[config.mk]
export PLATFORM = sky130hd
export DESIGN_NAME = jmp_resolve_unit
export DESIGN_NICKNAME = d
export VERILOG_FILES = /design/src/rtl/brc_pkg.sv /design/src/rtl/brc_operands.sv /design/src/rtl/brc_cmp.sv /design/src/rtl/brc_decode.sv /design/src/rtl/brc_target.sv /design/src/rtl/jmp_resolve_unit.sv
export SDC_FILE = /design/constraint.sdc
export NUM_CORES = 1
export LEC_CHECK = 0
export ABC_AREA = 1
export BUFFER_PORTS_ARGS = -buffer_cell sky130_fd_sc_hd__buf_2
export CAP_MARGIN = 20
export CORE_MARGIN = 2
export CORE_UTILIZATION = 60
export CTS_BUF_LIST = sky130_fd_sc_hd__clkbuf_4 sky130_fd_sc_hd__clkbuf_8 sky130_fd_sc_hd__clkbuf_16
export CTS_CLUSTER_DIAMETER = 60
export DETAILED_ROUTE_END_ITERATION = 12
export GPL_ROUTABILITY_DRIVEN = 0
export PLACE_DENSITY_LB_ADDON = 0.3
export SETUP_SLACK_MARGIN = 0.3
export SYNTH_ARGS = -nofsm -noshare
export SYNTH_HDL_FRONTEND = slang
export SYNTH_HIERARCHICAL = 1
export SYNTH_SLANG_ARGS = --single-unit
[constraint.sdc]
create_clock -name clk -period 7.8 [get_ports clk]
set_input_delay 1.17 -clock clk [delete_from_list [all_inputs] [get_ports clk]]
set_output_delay 1.17 -clock clk [all_outputs]
set_load 0.02 [all_outputs]
[src/rtl/brc_pkg.sv]
package brc_pkg;

    localparam int unsigned OP_W   = 8;
    localparam int unsigned SUB_W  = 4;
    localparam int unsigned DISP_W = 16;
    localparam int unsigned IMM_W  = 32;

    localparam logic [2:0] CLS_WIDE   = 3'h5;
    localparam logic [2:0] CLS_NARROW = 3'h6;

    typedef enum logic [3:0] {
        CC_ALWAYS = 4'h0,
        CC_EQ     = 4'h1,
        CC_UGT    = 4'h2,
        CC_UGE    = 4'h3,
        CC_ANY    = 4'h4,
        CC_NE     = 4'h5,
        CC_SGT    = 4'h6,
        CC_SGE    = 4'h7,
        CC_CALL   = 4'h8,
        CC_RET    = 4'h9,
        CC_ULT    = 4'ha,
        CC_ULE    = 4'hb,
        CC_SLT    = 4'hc,
        CC_SLE    = 4'hd
    } brc_code_e;

    typedef enum logic [2:0] {
        RES_NONE,
        RES_FALL,
        RES_BRANCH,
        RES_LCALL,
        RES_HELPER,
        RES_EXIT,
        RES_BAD
    } brc_res_e;

endpackage

[src/rtl/brc_operands.sv]
module brc_operands #(
    parameter int unsigned XLEN = 64
) (
    input  logic                       use_reg,
    input  logic [brc_pkg::IMM_W-1:0]  imm,
    input  logic [XLEN-1:0]            dst_val,
    input  logic [XLEN-1:0]            src_val,
    output logic [XLEN-1:0]            lhs,
    output logic [XLEN-1:0]            rhs
);
    logic [XLEN-1:0] imm_wide;

    always_comb begin
        imm_wide = XLEN'($signed(imm));
        lhs      = dst_val;
        rhs      = use_reg ? src_val : imm_wide;
    end
endmodule

[src/rtl/brc_cmp.sv]
module brc_cmp #(
    parameter int unsigned W = 64
) (
    input  logic [W-1:0]        lhs,
    input  logic [W-1:0]        rhs,
    input  brc_pkg::brc_code_e  code,
    output logic                hit
);
    import brc_pkg::*;

    logic eq_w;
    logic ult_w;
    logic slt_w;
    logic any_w;

    always_comb begin
        eq_w  = (lhs == rhs);
        ult_w = (lhs < rhs);
        slt_w = ($signed(lhs) < $signed(rhs));
        any_w = |(lhs & rhs);
        unique case (code)
            CC_EQ:   hit = eq_w;
            CC_NE:   hit = !eq_w;
            CC_UGT:  hit = !ult_w && !eq_w;
            CC_UGE:  hit = !ult_w;
            CC_ULT:  hit = ult_w;
            CC_ULE:  hit = ult_w || eq_w;
            CC_SGT:  hit = !slt_w && !eq_w;
            CC_SGE:  hit = !slt_w;
            CC_SLT:  hit = slt_w;
            CC_SLE:  hit = slt_w || eq_w;
            CC_ANY:  hit = any_w;
            default: hit = 1'b0;
        endcase
    end
endmodule

[src/rtl/brc_decode.sv]
module brc_decode (
    input  logic [brc_pkg::OP_W-1:0]   op,
    input  logic [brc_pkg::SUB_W-1:0]  sub,
    input  logic                       hit_wide,
    input  logic                       hit_narrow,
    output brc_pkg::brc_res_e          kind,
    output logic                       disp_from_imm
);
    import brc_pkg::*;

    logic      is_wide;
    logic      is_narrow;
    logic      use_reg;
    logic      hit_sel;
    brc_code_e code;

    always_comb begin
        is_wide       = (op[2:0] == CLS_WIDE);
        is_narrow     = (op[2:0] == CLS_NARROW);
        use_reg       = op[3];
        code          = brc_code_e'(op[7:4]);
        hit_sel       = is_narrow ? hit_narrow : hit_wide;
        kind          = RES_BAD;
        disp_from_imm = 1'b0;
        if (is_wide || is_narrow) begin
            unique case (code)
                CC_ALWAYS: begin
                    if (!use_reg) begin
                        kind          = RES_BRANCH;
                        disp_from_imm = is_narrow;
                    end
                end
                CC_CALL: begin
                    if (is_wide && !use_reg) begin
                        unique case (sub)
                            4'd0, 4'd2: kind = RES_HELPER;
                            4'd1:       kind = RES_LCALL;
                            default:    kind = RES_BAD;
                        endcase
                    end
                end
                CC_RET: begin
                    if (is_wide && !use_reg && sub == '0) begin
                        kind = RES_EXIT;
                    end
                end
                CC_EQ, CC_NE, CC_UGT, CC_UGE, CC_ULT, CC_ULE,
                CC_SGT, CC_SGE, CC_SLT, CC_SLE, CC_ANY: begin
                    kind = hit_sel ? RES_BRANCH : RES_FALL;
                end
                default: kind = RES_BAD;
            endcase
        end
    end
endmodule

[src/rtl/brc_target.sv]
module brc_target #(
    parameter int unsigned PC_W = 32
) (
    input  logic [PC_W-1:0]             pc,
    input  logic [brc_pkg::DISP_W-1:0]  disp,
    input  logic [brc_pkg::IMM_W-1:0]   imm,
    input  logic                        disp_from_imm,
    output logic [PC_W-1:0]             seq_pc,
    output logic [PC_W-1:0]             jump_pc,
    output logic [PC_W-1:0]             call_pc
);
    logic [PC_W-1:0] disp_ext;
    logic [PC_W-1:0] imm_ext;

    always_comb begin
        disp_ext = PC_W'($signed(disp));
        imm_ext  = PC_W'($signed(imm));
        seq_pc   = pc + PC_W'(1);
        jump_pc  = seq_pc + (disp_from_imm ? imm_ext : disp_ext);
        call_pc  = seq_pc + imm_ext;
    end
endmodule

[src/rtl/jmp_resolve_unit.sv]
module jmp_resolve_unit #(
    parameter int unsigned XLEN = 64,
    parameter int unsigned PC_W = 32
) (
    input  logic             clk,
    input  logic             rst_n,
    input  logic             insn_valid,
    input  logic [7:0]       insn_op,
    input  logic [3:0]       insn_sub,
    input  logic [15:0]      insn_disp,
    input  logic [31:0]      insn_imm,
    input  logic [XLEN-1:0]  opnd_dst,
    input  logic [XLEN-1:0]  opnd_src,
    input  logic [PC_W-1:0]  cur_pc,
    output logic             res_valid,
    output logic             res_taken,
    output logic [PC_W-1:0]  res_next_pc,
    output logic             res_local_call,
    output logic [PC_W-1:0]  res_call_target,
    output logic             res_helper,
    output logic             res_exit,
    output logic             res_illegal
);
    import brc_pkg::*;

    localparam int unsigned HALF   = XLEN / 2;
    localparam int unsigned N_CMP  = 2;

    logic [XLEN-1:0]  op_lhs;
    logic [XLEN-1:0]  op_rhs;
    logic [N_CMP-1:0] hits;
    brc_code_e        code;
    brc_res_e         kind_d;
    logic             disp_from_imm;
    logic [PC_W-1:0]  seq_pc;
    logic [PC_W-1:0]  jump_pc;
    logic [PC_W-1:0]  call_pc;

    brc_res_e         res_q;
    logic [PC_W-1:0]  npc_q;
    logic [PC_W-1:0]  tgt_q;

    assign code = brc_code_e'(insn_op[7:4]);

    brc_operands #(.XLEN(XLEN)) u_opnd (
        .use_reg (insn_op[3]),
        .imm     (insn_imm),
        .dst_val (opnd_dst),
        .src_val (opnd_src),
        .lhs     (op_lhs),
        .rhs     (op_rhs)
    );

    // index 0 compares the full width, index 1 the low half
    for (genvar gi = 0; gi < N_CMP; gi++) begin : g_cmp
        localparam int unsigned CW = (gi == 0) ? XLEN : HALF;
        brc_cmp #(.W(CW)) u_cmp (
            .lhs  (op_lhs[CW-1:0]),
            .rhs  (op_rhs[CW-1:0]),
            .code (code),
            .hit  (hits[gi])
        );
    end

    brc_decode u_dec (
        .op            (insn_op),
        .sub           (insn_sub),
        .hit_wide      (hits[0]),
        .hit_narrow    (hits[1]),
        .kind          (kind_d),
        .disp_from_imm (disp_from_imm)
    );

    brc_target #(.PC_W(PC_W)) u_tgt (
        .pc            (cur_pc),
        .disp          (insn_disp),
        .imm           (insn_imm),
        .disp_from_imm (disp_from_imm),
        .seq_pc        (seq_pc),
        .jump_pc       (jump_pc),
        .call_pc       (call_pc)
    );

    // state register: kind of the result being presented
    always_ff @(posedge clk) begin
        if (!rst_n) begin
            res_q <= RES_NONE;
            npc_q <= '0;
            tgt_q <= '0;
        end else if (!insn_valid) begin
            res_q <= RES_NONE;
            npc_q <= '0;
            tgt_q <= '0;
        end else begin
            res_q <= kind_d;
            tgt_q <= '0;
            unique case (kind_d)
                RES_BRANCH: npc_q <= jump_pc;
                RES_LCALL: begin
                    npc_q <= call_pc;
                    tgt_q <= call_pc;
                end
                default:    npc_q <= seq_pc;
            endcase
        end
    end

    // output process
    always_comb begin
        res_valid       = 1'b1;
        res_taken       = 1'b0;
        res_local_call  = 1'b0;
        res_helper      = 1'b0;
        res_exit        = 1'b0;
        res_illegal     = 1'b0;
        res_next_pc     = npc_q;
        res_call_target = tgt_q;
        unique case (res_q)
            RES_NONE:   res_valid = 1'b0;
            RES_FALL:   ;
            RES_BRANCH: res_taken = 1'b1;
            RES_LCALL: begin
                res_taken      = 1'b1;
                res_local_call = 1'b1;
            end
            RES_HELPER: res_helper  = 1'b1;
            RES_EXIT:   res_exit    = 1'b1;
            RES_BAD:    res_illegal = 1'b1;
            default:    res_valid   = 1'b0;
        endcase
    end


    result_follows_chk: assert property (@(posedge clk) disable iff (!rst_n)
        insn_valid |=> res_valid);

    idle_quiet_chk: assert property (@(posedge clk) disable iff (!rst_n)
        !insn_valid |=> (!res_valid && !res_taken && res_next_pc == '0
                         && res_call_target == '0));

    bad_class_chk: assert property (@(posedge clk) disable iff (!rst_n)
        (insn_valid && insn_op[2:0] != CLS_WIDE && insn_op[2:0] != CLS_NARROW)
        |=> res_illegal);

    eq_reg_chk: assert property (@(posedge clk) disable iff (!rst_n)
        (insn_valid && insn_op == 8'h1D && opnd_dst == opnd_src) |=> res_taken);

    seq_pc_chk: assert property (@(posedge clk) disable iff (!rst_n)
        insn_valid |=> (res_taken || res_next_pc == $past(cur_pc) + PC_W'(1)));

    always_jump_chk: assert property (@(posedge clk) disable iff (!rst_n)
        (insn_valid && insn_op[7:3] == 5'b0 &&
         (insn_op[2:0] == CLS_WIDE || insn_op[2:0] == CLS_NARROW))
        |=> (res_taken && !res_illegal));

    lcall_target_chk: assert property (@(posedge clk) disable iff (!rst_n)
        res_local_call |-> (res_taken && res_next_pc == res_call_target));

    helper_no_redirect_chk: assert property (@(posedge clk) disable iff (!rst_n)
        (res_helper || res_exit) |-> !res_taken);

    flags_exclusive_chk: assert property (@(posedge clk) disable iff (!rst_n)
        $onehot0({res_local_call, res_helper, res_exit, res_illegal}));

    illegal_no_jump_chk: assert property (@(posedge clk) disable iff (!rst_n)
        res_illegal |-> (!res_taken && res_valid));

endmodule

==> reports/qor.log, run 1 <==
[synthesis] register bit count reported by yosys 67
[synthesis] top post-synthesis cells by count nand2_1 (758), inv_1 (321), nor2_1 (303), ha_1 (258), nand3_1 (126)
[floorplanning] floorplan die width 159 um
[floorplanning] Die Footprint 25400 um2
[floorplanning] die extent in y 159 um
[route] initial detailed-routing violation count 1715
[power] ratio of total power to cell area 108 nW/um2
[layout] final core utilization 0.677
[layout] # nets final 3120
[synthesis] Cell variety after synth 55
[synthesis] proportion of netlist area held by the largest area contributor 0.223
[setup_path] category of the worst setup path capture point flop
[synthesis] average footprint of a synthesized cell 5.95 um2
[clock_tree] Post-CTS Hold Fix Bufs 0
[route] Via-to-Cell Ratio 5.47
[global_route] number of global-route vias before repair 15000
[power] power after layout 1.73 mW
[layout] share of final-layout standard cells stronger than drive strength 1 0.174
[route] routed wire length 45600 um
[synthesis] post-synthesis cell area 14500 um2
[clock_tree] root buf cell clkbuf_16
[place] Post-DP HPWL 38900 um
[global_route] maximum number of pins on one net before global-route repair 68
[route] routed length per instance 15.4 um
[setup_path] Worst path slowest cell inv_1
[global_route] overall track demand over capacity in global routing 0.344
[timing] RSZ-0062 raised after global routing false
[synthesis] cell taking the most area after synthesis ha_1
[route] DRC violation count after routing 0
[power] leakage 9.58 nW
[power] cell-internal power 984 uW
[clock_tree] number of post-CTS setup repair buffers 0
[timing] smallest setup slack after layout 1940 ps
[global_route] global-route wire length before repair 72000 um
[clock_tree] clock-pin slew of the registers on the worst-case setup and hold paths 50 ps
[timing] summed negative setup slack over all endpoints 0 ps
[timing] slew at the pin closest to its max-slew limit 1000 ps
[power] Max VDD drop 85.8 uV
[synthesis] most used standard cell by instance count after synthesis nand2_1
[setup_path] most used cell, CP nand2_1
[synthesis] Synth Instances 2434
[power] net switching power figure 748 uW
[route] overall via count from detail_route 16200
[global_route] initial antenna violation count 2
[setup_path] largest fanout on the critical path 33
[synthesis] sequential area share after synthesis 0.0927
[timing] Max Freq 171 MHz
[timing] post-route clock period utilization 0.752
[layout] area added between synthesis and finish 10.4%
[synthesis] top post-synthesis cells by area ha_1 (22%), nand2_1 (20%), dfxtp_1 (9.3%)
[power] switching power as a share of total power 0.432
[timing] Pins Over Slew Limit 0
[clock_tree] clock sink count 67
[worst_hold_path] Min-Delay Path Class in2reg
[setup_path] data required time of the worst path 7990 ps
[setup_path] arrival time at the worst endpoint 6050 ps
[place] Port Buf Inserts 292
[power] portion of total power attributed to sequential cells 0.206
[clock_tree] H-tree levels 3
[floorplanning] I/O pin total 293
[timing] hold violation total from the final report 0
[synthesis] top flip-flop cell by instance count after synthesis dfxtp_1
[global_route] Overflow after GRT 0
[timing] Final setup viols 0
[setup_path] kind of launch point of the worst setup path input port
[setup_path] worst setup path category in2reg
[timing] worst hold slack 1330 ps
[power] share of power burned in combinational logic 0.519
[power] clock network power share 0.274
[floorplanning] num rows 56
[status] result of the run complete, no violations
[floorplanning] Initial Utilization 0.613
[clock_tree] CTS tree yes
[synthesis] number of flops mapped to enable cells by yosys 0
[place] worst slack at placement 1760 ps
[synthesis] net count after synthesis 2917
[timing] Slew Limit Headroom 0.331
[clock_tree] number of buffers added by the clock tree synthesis step 9
[clock_tree] buffers from clock root to sink, at most 2
[clock_tree] post-CTS resize count 0
[synthesis] Yosys Warn Count 6
[setup_path] CP peak stage delay 620 ps
[route] post-detailed-route count of antenna-violating nets 0
[floorplanning] core area 23600 um2
[synthesis] share of async-settable or async-resettable flops after synthesis 0
[job] total of max-cap violations 0
[route] length of the first detailed-routing pass in iterations 10
[timing] final period demand of the worst path 5860 ps
## layout by cell type, fill, tap and decap left out, types with 8 or more instances in the layout
master / n
xor2_1: 46
nand2_1: 757
nand4_1: 58
nor2_4: 8
nand2_2: 59
clkbuf_16: 9
dfxtp_1: 67
nor3_1: 21
nor2_2: 36
nor2_1: 303
inv_1: 321
buf_2: 292
a21o_1: 8
a21oi_1: 110
o21a_1: 10
ha_1: 258
nand3_1: 126
xnor2_1: 14
nand3b_1: 15
nand3_2: 10
o21ai_0: 39
## logic make-up (layout without fill, tap and decap cells)
| family | after synthesis | after routing | share of synthesized area |
|---|---|---|---|
| AND/OR/NAND/NOR | 1416 | 1416 | 0.431 |
| buffers and inverters | 433 | 641 | 0.136 |
| adder cells (fa/ha/maj) | 260 | 260 | 0.226 |
| AO/OA/AOI/OAI | 198 | 198 | 0.0781 |
| flip-flops | 67 | 67 | 0.0927 |
| XOR/XNOR | 60 | 60 | 0.0363 |
| other | 0 | 2 | 0 |
## registers in the layout (all words and copies together) (netlist names)
signal,flops
res_next_pc,32
res_q,3
res_call_target,32
## stage by stage
step,std cells,instance area [um2]
4_1_cts,2961,16000
5_1_grt,2963,16000
3_5_place_dp,2945,15600
3_3_place_gp,2945,15600
2_1_floorplan,2434,14500
6_report,2963,16000
## area by class of cell
type / instances / area [um2]
inverter: 330 / 1240
timing repair buffer: 295 / 1480
clock buffer: 10 / 233
fill: 2185 / 7630
sequential: 67 / 1340
tap: 319 / 399
antenna: 2 / 5.00
clock inverter: 6 / 113
multi-input combinational: 1934 / 11200
## worst max-delay path, delay by kind of cell
kind	cells	cell delay (ps)
adders and majority gates	1	350
AOI/OAI and AO/OA	4	600
and+or+nand+nor	19	2320
buffers and inverters	6	1540
## worst paths after layout
| path | from | to | depth (start not counted) |
|---|---|---|---|
| worst max-delay path | insn_op[3] | res_next_pc[10] | 30 |
| worst min-delay path | insn_imm[1] | res_call_target[1] | 4 |
## power by group through the flow
stage / clock network [mW] / registers [mW] / logic (mW)
2_1_floorplan: 0 / 0.377 / 0.630
3_3_place_gp: 0 / 0.365 / 0.843
3_5_place_dp: 0 / 0.365 / 0.873
4_1_cts: 0.478 / 0.358 / 0.879
5_1_grt: 0.499 / 0.358 / 1.00
6_report: 0.475 / 0.358 / 0.900
## per-layer routing
layer / up-vias / GRT usage / routed length (um)
li1: 8021 / - / -
met3: 152 / 0.0552 / 4440
met1: 7184 / 0.444 / 19200
met2: 864 / 0.578 / 20000
met4: 0 / 0.127 / 1900
met5: - / 0 / 0
No activity file was read; power rests on OpenSTA's default activity.
==> run 2, diff against run 1 <==
--- a/config.mk
+++ b/config.mk
@@ -5,11 +5,11 @@
 export SDC_FILE = /design/constraint.sdc
 export NUM_CORES = 1
 export LEC_CHECK = 0
-export ABC_AREA = 1
+export ABC_AREA = 0
 export BUFFER_PORTS_ARGS = -buffer_cell sky130_fd_sc_hd__buf_2
 export CAP_MARGIN = 20
 export CORE_MARGIN = 2
-export CORE_UTILIZATION = 60
+export CORE_UTILIZATION = 52
 export CTS_BUF_LIST = sky130_fd_sc_hd__clkbuf_4 sky130_fd_sc_hd__clkbuf_8 sky130_fd_sc_hd__clkbuf_16
 export CTS_CLUSTER_DIAMETER = 60
 export DETAILED_ROUTE_END_ITERATION = 12
==> constraint.sdc (replaced) <==
create_clock -name clk -period 5.1 [get_ports clk]
set_input_delay 0.765 -clock clk [delete_from_list [all_inputs] [get_ports clk]]
set_output_delay 0.765 -clock clk [all_outputs]
set_load 0.02 [all_outputs]
==> reports/qor.log, run 2 <==
[clock_tree] clock sink count 67
[setup_path] arrival time at the worst endpoint 4940 ps
[floorplanning] Initial Utilization 0.525
[layout] leading cell types in the layout, fill and taps excluded buf_2 (290), ha_1 (256), inv_1 (137), a21oi_1 (122), nand2_1 (85)
[route] Met1 Routed Length 17400 um
[synthesis] net count after synthesis 2038
[synthesis] Cell variety after synth 93
[route] max layer used met5
[route] DRC violation count after routing 0
[route] initial detailed-routing violation count 886
[floorplanning] die extent in y 163 um
[place] Port Buf Inserts 292
[synthesis] Yosys Warn Count 6
[route] Via-to-Cell Ratio 5.77
[timing] RSZ-0062 raised after global routing false
[synthesis] average footprint of a synthesized cell 8.46 um2
[layout] share of final-layout standard cells stronger than drive strength 1 0.277
[timing] Pins Over Slew Limit 0
[timing] summed negative setup slack over all endpoints 0 ps
[floorplanning] floorplan die width 163 um
[route] DR WL met2 17700 um
[global_route] maximum number of pins on one net before global-route repair 62
[layout] Register Area 1340 um2
[global_route] initial antenna violation count 10
[place] cell total after placement 2118
[clock_tree] Post-CTS Hold Fix Bufs 0
[route] overall via count from detail_route 12400
[setup_path] chain of cells forming the critical path buf_2 -> or4_4 -> nor3_4 -> buf_6 -> buf_4 -> buf_6 -> mux2i_2 -> inv_1 -> ha_1 -> a21o_1 -> buf_4 -> a21oi_1 -> or4b_4 -> nor3_1 -> a311oi_2 -> o21ba_1 -> o21ai_1 -> xor2_1 -> mux2i_1 -> a21oi_1
[layout] fillers 2239
[route] routed wire length 39300 um
[worst_hold_path] Min-Delay Path Class in2reg
[layout] # nets final 2285
[clock_tree] root buf cell clkbuf_16
[synthesis] number of flops mapped to enable cells by yosys 0
[floorplanning] core area 25000 um2
[synthesis] top post-synthesis cells by count ha_1 (258), inv_1 (137), a21oi_1 (123), nand2_1 (85), o21ai_0 (81)
[synthesis] proportion of netlist area held by the largest area contributor 0.245
[global_route] global-route wire length before repair 60100 um
[global_route] overall track demand over capacity in global routing 0.284
[setup_path] Crit path buffers/inverters 6
[synthesis] post-synthesis cell area 13200 um2
[clock_tree] number of buffers added by the clock tree synthesis step 9
[layout] Cell Count, Final, Fillers Out 2146
[worst_hold_path] min-delay src insn_valid
[power] leakage 7.85 nW
[timing] post-route clock period utilization 0.919
[timing] Final setup viols 0
[layout] most frequent standard cell in the layout excluding fill and tap cells buf_2
[route] post-detailed-route count of antenna-violating nets 0
[global_route] number of global-route vias before repair 11900
[setup_path] largest fanout on the critical path 8
[setup_path] CP peak stage delay 570 ps
[setup_path] Largest delay share family, worst path simple AND/OR/NAND/NOR gates
[status] result of the run complete, no violations
[timing] smallest setup slack after layout 413 ps
[synthesis] Synth Instances 1555
[synthesis] top flip-flop cell by instance count after synthesis dfxtp_1
[synthesis] register bit count reported by yosys 67
[clock_tree] clock-pin slew of the registers on the worst-case setup and hold paths 60 ps
[floorplanning] num rows 58
[place] Post-DP HPWL 32000 um
[synthesis] cell taking the most area after synthesis ha_1
[timing] final period demand of the worst path 4690 ps
[job] total of max-cap violations 0
[setup_path] Worst path slowest cell or4_4
[route] met3 WL 2650 um
[power] ratio of total power to cell area 170 nW/um2
[global_route] Overflow after GRT 0
[clock_tree] H-tree levels 3
[setup_path] worst setup path category in2reg
[synthesis] most used standard cell by instance count after synthesis ha_1
[floorplanning] Die Footprint 26600 um2
[worst_hold_path] endpoint of the worst hold path res_q[2]
[synthesis] top post-synthesis cells by area ha_1 (25%), dfxtp_1 (10%), mux2_4 (6.8%)
[setup_path] data required time of the worst path 5360 ps
[clock_tree] buffers from clock root to sink, at most 2
[timing] Slew Limit Headroom 0.539
[clock_tree] CTS tree yes
[layout] area of combinational cells with multiple inputs 10600 um2
[synthesis] share of async-settable or async-resettable flops after synthesis 0
[place] worst slack at placement -79.6 ps
[timing] worst hold slack 703 ps
[setup_path] kind of launch point of the worst setup path input port
[layout] area added between synthesis and finish 15.2%
[floorplanning] I/O pin total 293
[power] Max VDD drop 135 uV
[timing] hold violation total from the final report 0
[worst_hold_path] hold depth 2
[route] length of the first detailed-routing pass in iterations 5
[setup_path] category of the worst setup path capture point flop
[synthesis] sequential area share after synthesis 0.102
[timing] Max Freq 213 MHz
[timing] slew at the pin closest to its max-slew limit 674 ps
[route] routed length per instance 18.3 um
[run 2: worst max path at each step]
stage	start	to	depth (start not counted)
final	insn_op[4]	res_next_pc[27]	20
after global routing	insn_op[4]	res_next_pc[27]	18
after CTS	insn_op[4]	res_next_pc[29]	18
after detailed placement	insn_op[4]	res_next_pc[30]	19
after global placement	insn_op[4]	res_next_pc[30]	19
after floorplan	insn_op[4]	res_next_pc[29]	20
[run 2: logic make-up (layout without fill, tap and decap cells)]
kind of cell / Yosys count / count (layout) / share of synthesized area
AND/OR/NAND/NOR: 410 / 410 / 0.185
AO/OA/AOI/OAI: 335 / 335 / 0.157
adder cells (fa/ha/maj): 263 / 263 / 0.251
buffers and inverters: 245 / 497 / 0.103
multiplexers: 118 / 118 / 0.114
XOR/XNOR: 117 / 117 / 0.0886
flip-flops: 67 / 67 / 0.102
other: 0 / 9 / 0
[run 2: report_power, final]
part | switching (mW) | total (mW) | leakage, nW | internal [mW]
clock network | 0.254 | 0.649 | 0.149 | 0.395
registers | 0.00751 | 0.549 | 0.546 | 0.542
logic | 0.774 | 1.37 | 7.16 | 0.599
total | 1.04 | 2.57 | 7.85 | 1.54
[run 2: repair_timing]
| item | 4_1_cts | 5_1_grt |
|---|---|---|
| endpoints found under the hold margin | 0 | 0 |
| gates resized for setup | 2 | 28 |
| pin swaps | 3 | 10 |
| endpoints found under the setup margin | 3 | 65 |
| cloned | 0 | 0 |
| setup buffers | 0 | 3 |
[run 2: per-stage QoR]
| step | total power [mW] | utilization | area, um2 |
|---|---|---|---|
| floorplan | 1.52 | - | 13200 |
| global placement | 1.86 | 0.586 | 14700 |
| detailed placement | 1.88 | 0.586 | 14700 |
| CTS | 2.55 | 0.598 | 15000 |
| global route | 2.73 | 0.605 | 15100 |
| finish | 2.57 | 0.605 | 15100 |
[run 2: area by class of cell]
cell class	instances	share of cell area
clock inverters	5	0.00347
well taps	330	0.0273
clock buffers	11	0.0163
inverters	137	0.0339
diodes	9	0.00149
flip-flops and latches	67	0.0885
repair buffers	344	0.129
multi-input cells	1243	0.700
[run 2: per-layer routing]
layer	vias to the layer above	global-route usage
met5	-	0
met4	4	0.111
met1	5768	0.365
li1	6038	-
met2	470	0.471
met3	105	0.0518
==> run 3, diff against run 2 <==
--- a/config.mk
+++ b/config.mk
@@ -15,6 +15,7 @@
 export DETAILED_ROUTE_END_ITERATION = 12
 export GPL_ROUTABILITY_DRIVEN = 0
 export PLACE_DENSITY_LB_ADDON = 0.3
+export RECOVER_POWER = 25
 export SETUP_SLACK_MARGIN = 0.3
 export SYNTH_ARGS = -nofsm -noshare
 export SYNTH_HDL_FRONTEND = slang
==> reports/qor.log, run 3 (synthesized netlist as in run 2, its figures left out) <==
[floorplanning] Die Footprint 26600 um2
[timing] smallest setup slack after layout 388 ps
[route] max layer used met5
[layout] share of final-layout standard cells stronger than drive strength 1 0.258
[timing] final period demand of the worst path 4710 ps
[clock_tree] root buf cell clkbuf_16
[route] met3 WL 2710 um
[power] power after layout 2.57 mW
[route] post-detailed-route count of antenna-violating nets 0
[floorplanning] die extent in y 163 um
[clock_tree] number of buffers added by the clock tree synthesis step 9
[global_route] global-route wire length before repair 60100 um
[route] overall via count from detail_route 12400
[global_route] overall track demand over capacity in global routing 0.284
[worst_hold_path] endpoint of the worst hold path res_q[2]
[timing] worst hold slack 701 ps
[global_route] number of global-route vias before repair 11900
[global_route] Overflow after GRT 0
[route] routed length per instance 18.3 um
[route] DRC violation count after routing 0
[route] Met1 Routed Length 17300 um
[timing] Slew Limit Headroom 0.539
[route] DR WL met2 17700 um
[floorplanning] floorplan die width 163 um
[layout] leading cell types in the layout, fill and taps excluded ha_1 (256), buf_2 (256), inv_1 (137), a21oi_1 (122), nand2_1 (85)
[place] Post-DP HPWL 32000 um
[power] ratio of total power to cell area 170 nW/um2
[place] worst slack at placement -79.6 ps
[timing] Pins Over Slew Limit 0
[setup_path] worst setup path category in2reg
[worst_hold_path] Min-Delay Path Class in2reg
[route] initial detailed-routing violation count 908
[global_route] initial antenna violation count 10
[worst_hold_path] min-delay src insn_valid
[timing] hold violation total from the final report 0
[timing] RSZ-0062 raised after global routing false
[job] total of max-cap violations 0
[clock_tree] Post-CTS Hold Fix Bufs 0
[route] Via-to-Cell Ratio 5.78
[floorplanning] core area 25000 um2
[setup_path] kind of launch point of the worst setup path input port
[clock_tree] CTS tree yes
[setup_path] category of the worst setup path capture point flop
[clock_tree] clock sink count 67
[setup_path] launching instance or port of the critical path insn_op[4]
[layout] fillers 2257
[route] routed wire length 39300 um
[power] leakage 7.71 nW
[place] Port Buf Inserts 292
[worst_hold_path] hold depth 2
[layout] final core utilization 0.603
[layout] # nets final 2285
[floorplanning] num rows 58
[timing] post-route clock period utilization 0.924
[setup_path] largest fanout on the critical path 7
[setup_path] data required time of the worst path 5360 ps
[floorplanning] Initial Utilization 0.525
[setup_path] arrival time at the worst endpoint 4970 ps
[clock_tree] H-tree levels 3
[layout] area added between synthesis and finish 14.9%
[clock_tree] buffers from clock root to sink, at most 2
[timing] slew at the pin closest to its max-slew limit 674 ps
[timing] Max Freq 212 MHz
[status] result of the run complete, no violations
[power] Max VDD drop 137 uV
[route] length of the first detailed-routing pass in iterations 5
[timing] Final setup viols 0
[global_route] maximum number of pins on one net before global-route repair 62
[floorplanning] I/O pin total 293
[clock_tree] clock-pin slew of the registers on the worst-case setup and hold paths 60 ps
## run 3: changes by cell type in the layout (fill, tap and decap cells not counted), sizes merged
cell    previous run  this run
buf              343       309
clkbuf            12        46
## run 3: cell type report
cell class | count | area (um2) | share of cell area
multi-input combinational | 1243 | 10600 | 0.702
clock buffer | 11 | 246 | 0.0163
timing repair buffer | 344 | 1910 | 0.127
tap | 330 | 413 | 0.0273
clock inverter | 5 | 52.6 | 0.00348
inverter | 137 | 514 | 0.0340
sequential | 67 | 1340 | 0.0888
antenna | 9 | 22.5 | 0.00149
## run 3: critical path, cell delays in order
cell and delay [ps]:
buf_2 100, or4_4 570, nor3_4 180, buf_6 160
mux2_2 340, ha_1 340, o211ai_1 130, o211ai_1 290
nand2_1 150, a221o_1 390, o211a_4 190, nor3_1 280
a311oi_2 110, o21ba_1 270, o21ai_1 240, xor2_1 170
mux2i_1 80, a21oi_1 190
## run 3: routing by layer
metal,vias to the layer above,GRT usage
li1,6038,-
met1,5756,0.365
met5,-,0
met2,497,0.471
met3,105,0.0518
met4,4,0.111
## run 3: what timing repair did
item | CTS | global route
resized for setup | 2 | 28
setup buffers | 0 | 3
pin swaps | 3 | 10
endpoints found under the setup margin | 3 | 65
## run 3: how the worst max path moves through the flow
stage          slack (ps)         endpoint
6_report              390  res_next_pc[27]
3_3_place_gp          -30  res_next_pc[30]
3_5_place_dp          -80  res_next_pc[30]
5_1_grt               200  res_next_pc[27]
2_1_floorplan         270  res_next_pc[29]
4_1_cts               310  res_next_pc[29]
## run 3: through the flow
stage | setup TNS (ps) | std cells | area [um2]
after floorplan | 0 | 1555 | 13200
after global placement | -32.9 | 2118 | 14700
after detailed placement | -140 | 2118 | 14700
after CTS | 0 | 2134 | 15000
after global routing | 0 | 2141 | 15100
final | 0 | 2146 | 15100
## run 3: where the power goes
group          internal (mW)  total (mW)  switching [mW]
sequential             0.542       0.549         0.00765
combinational          0.597        1.37           0.776
clock                  0.395       0.650           0.255
total                   1.53        2.57            1.04
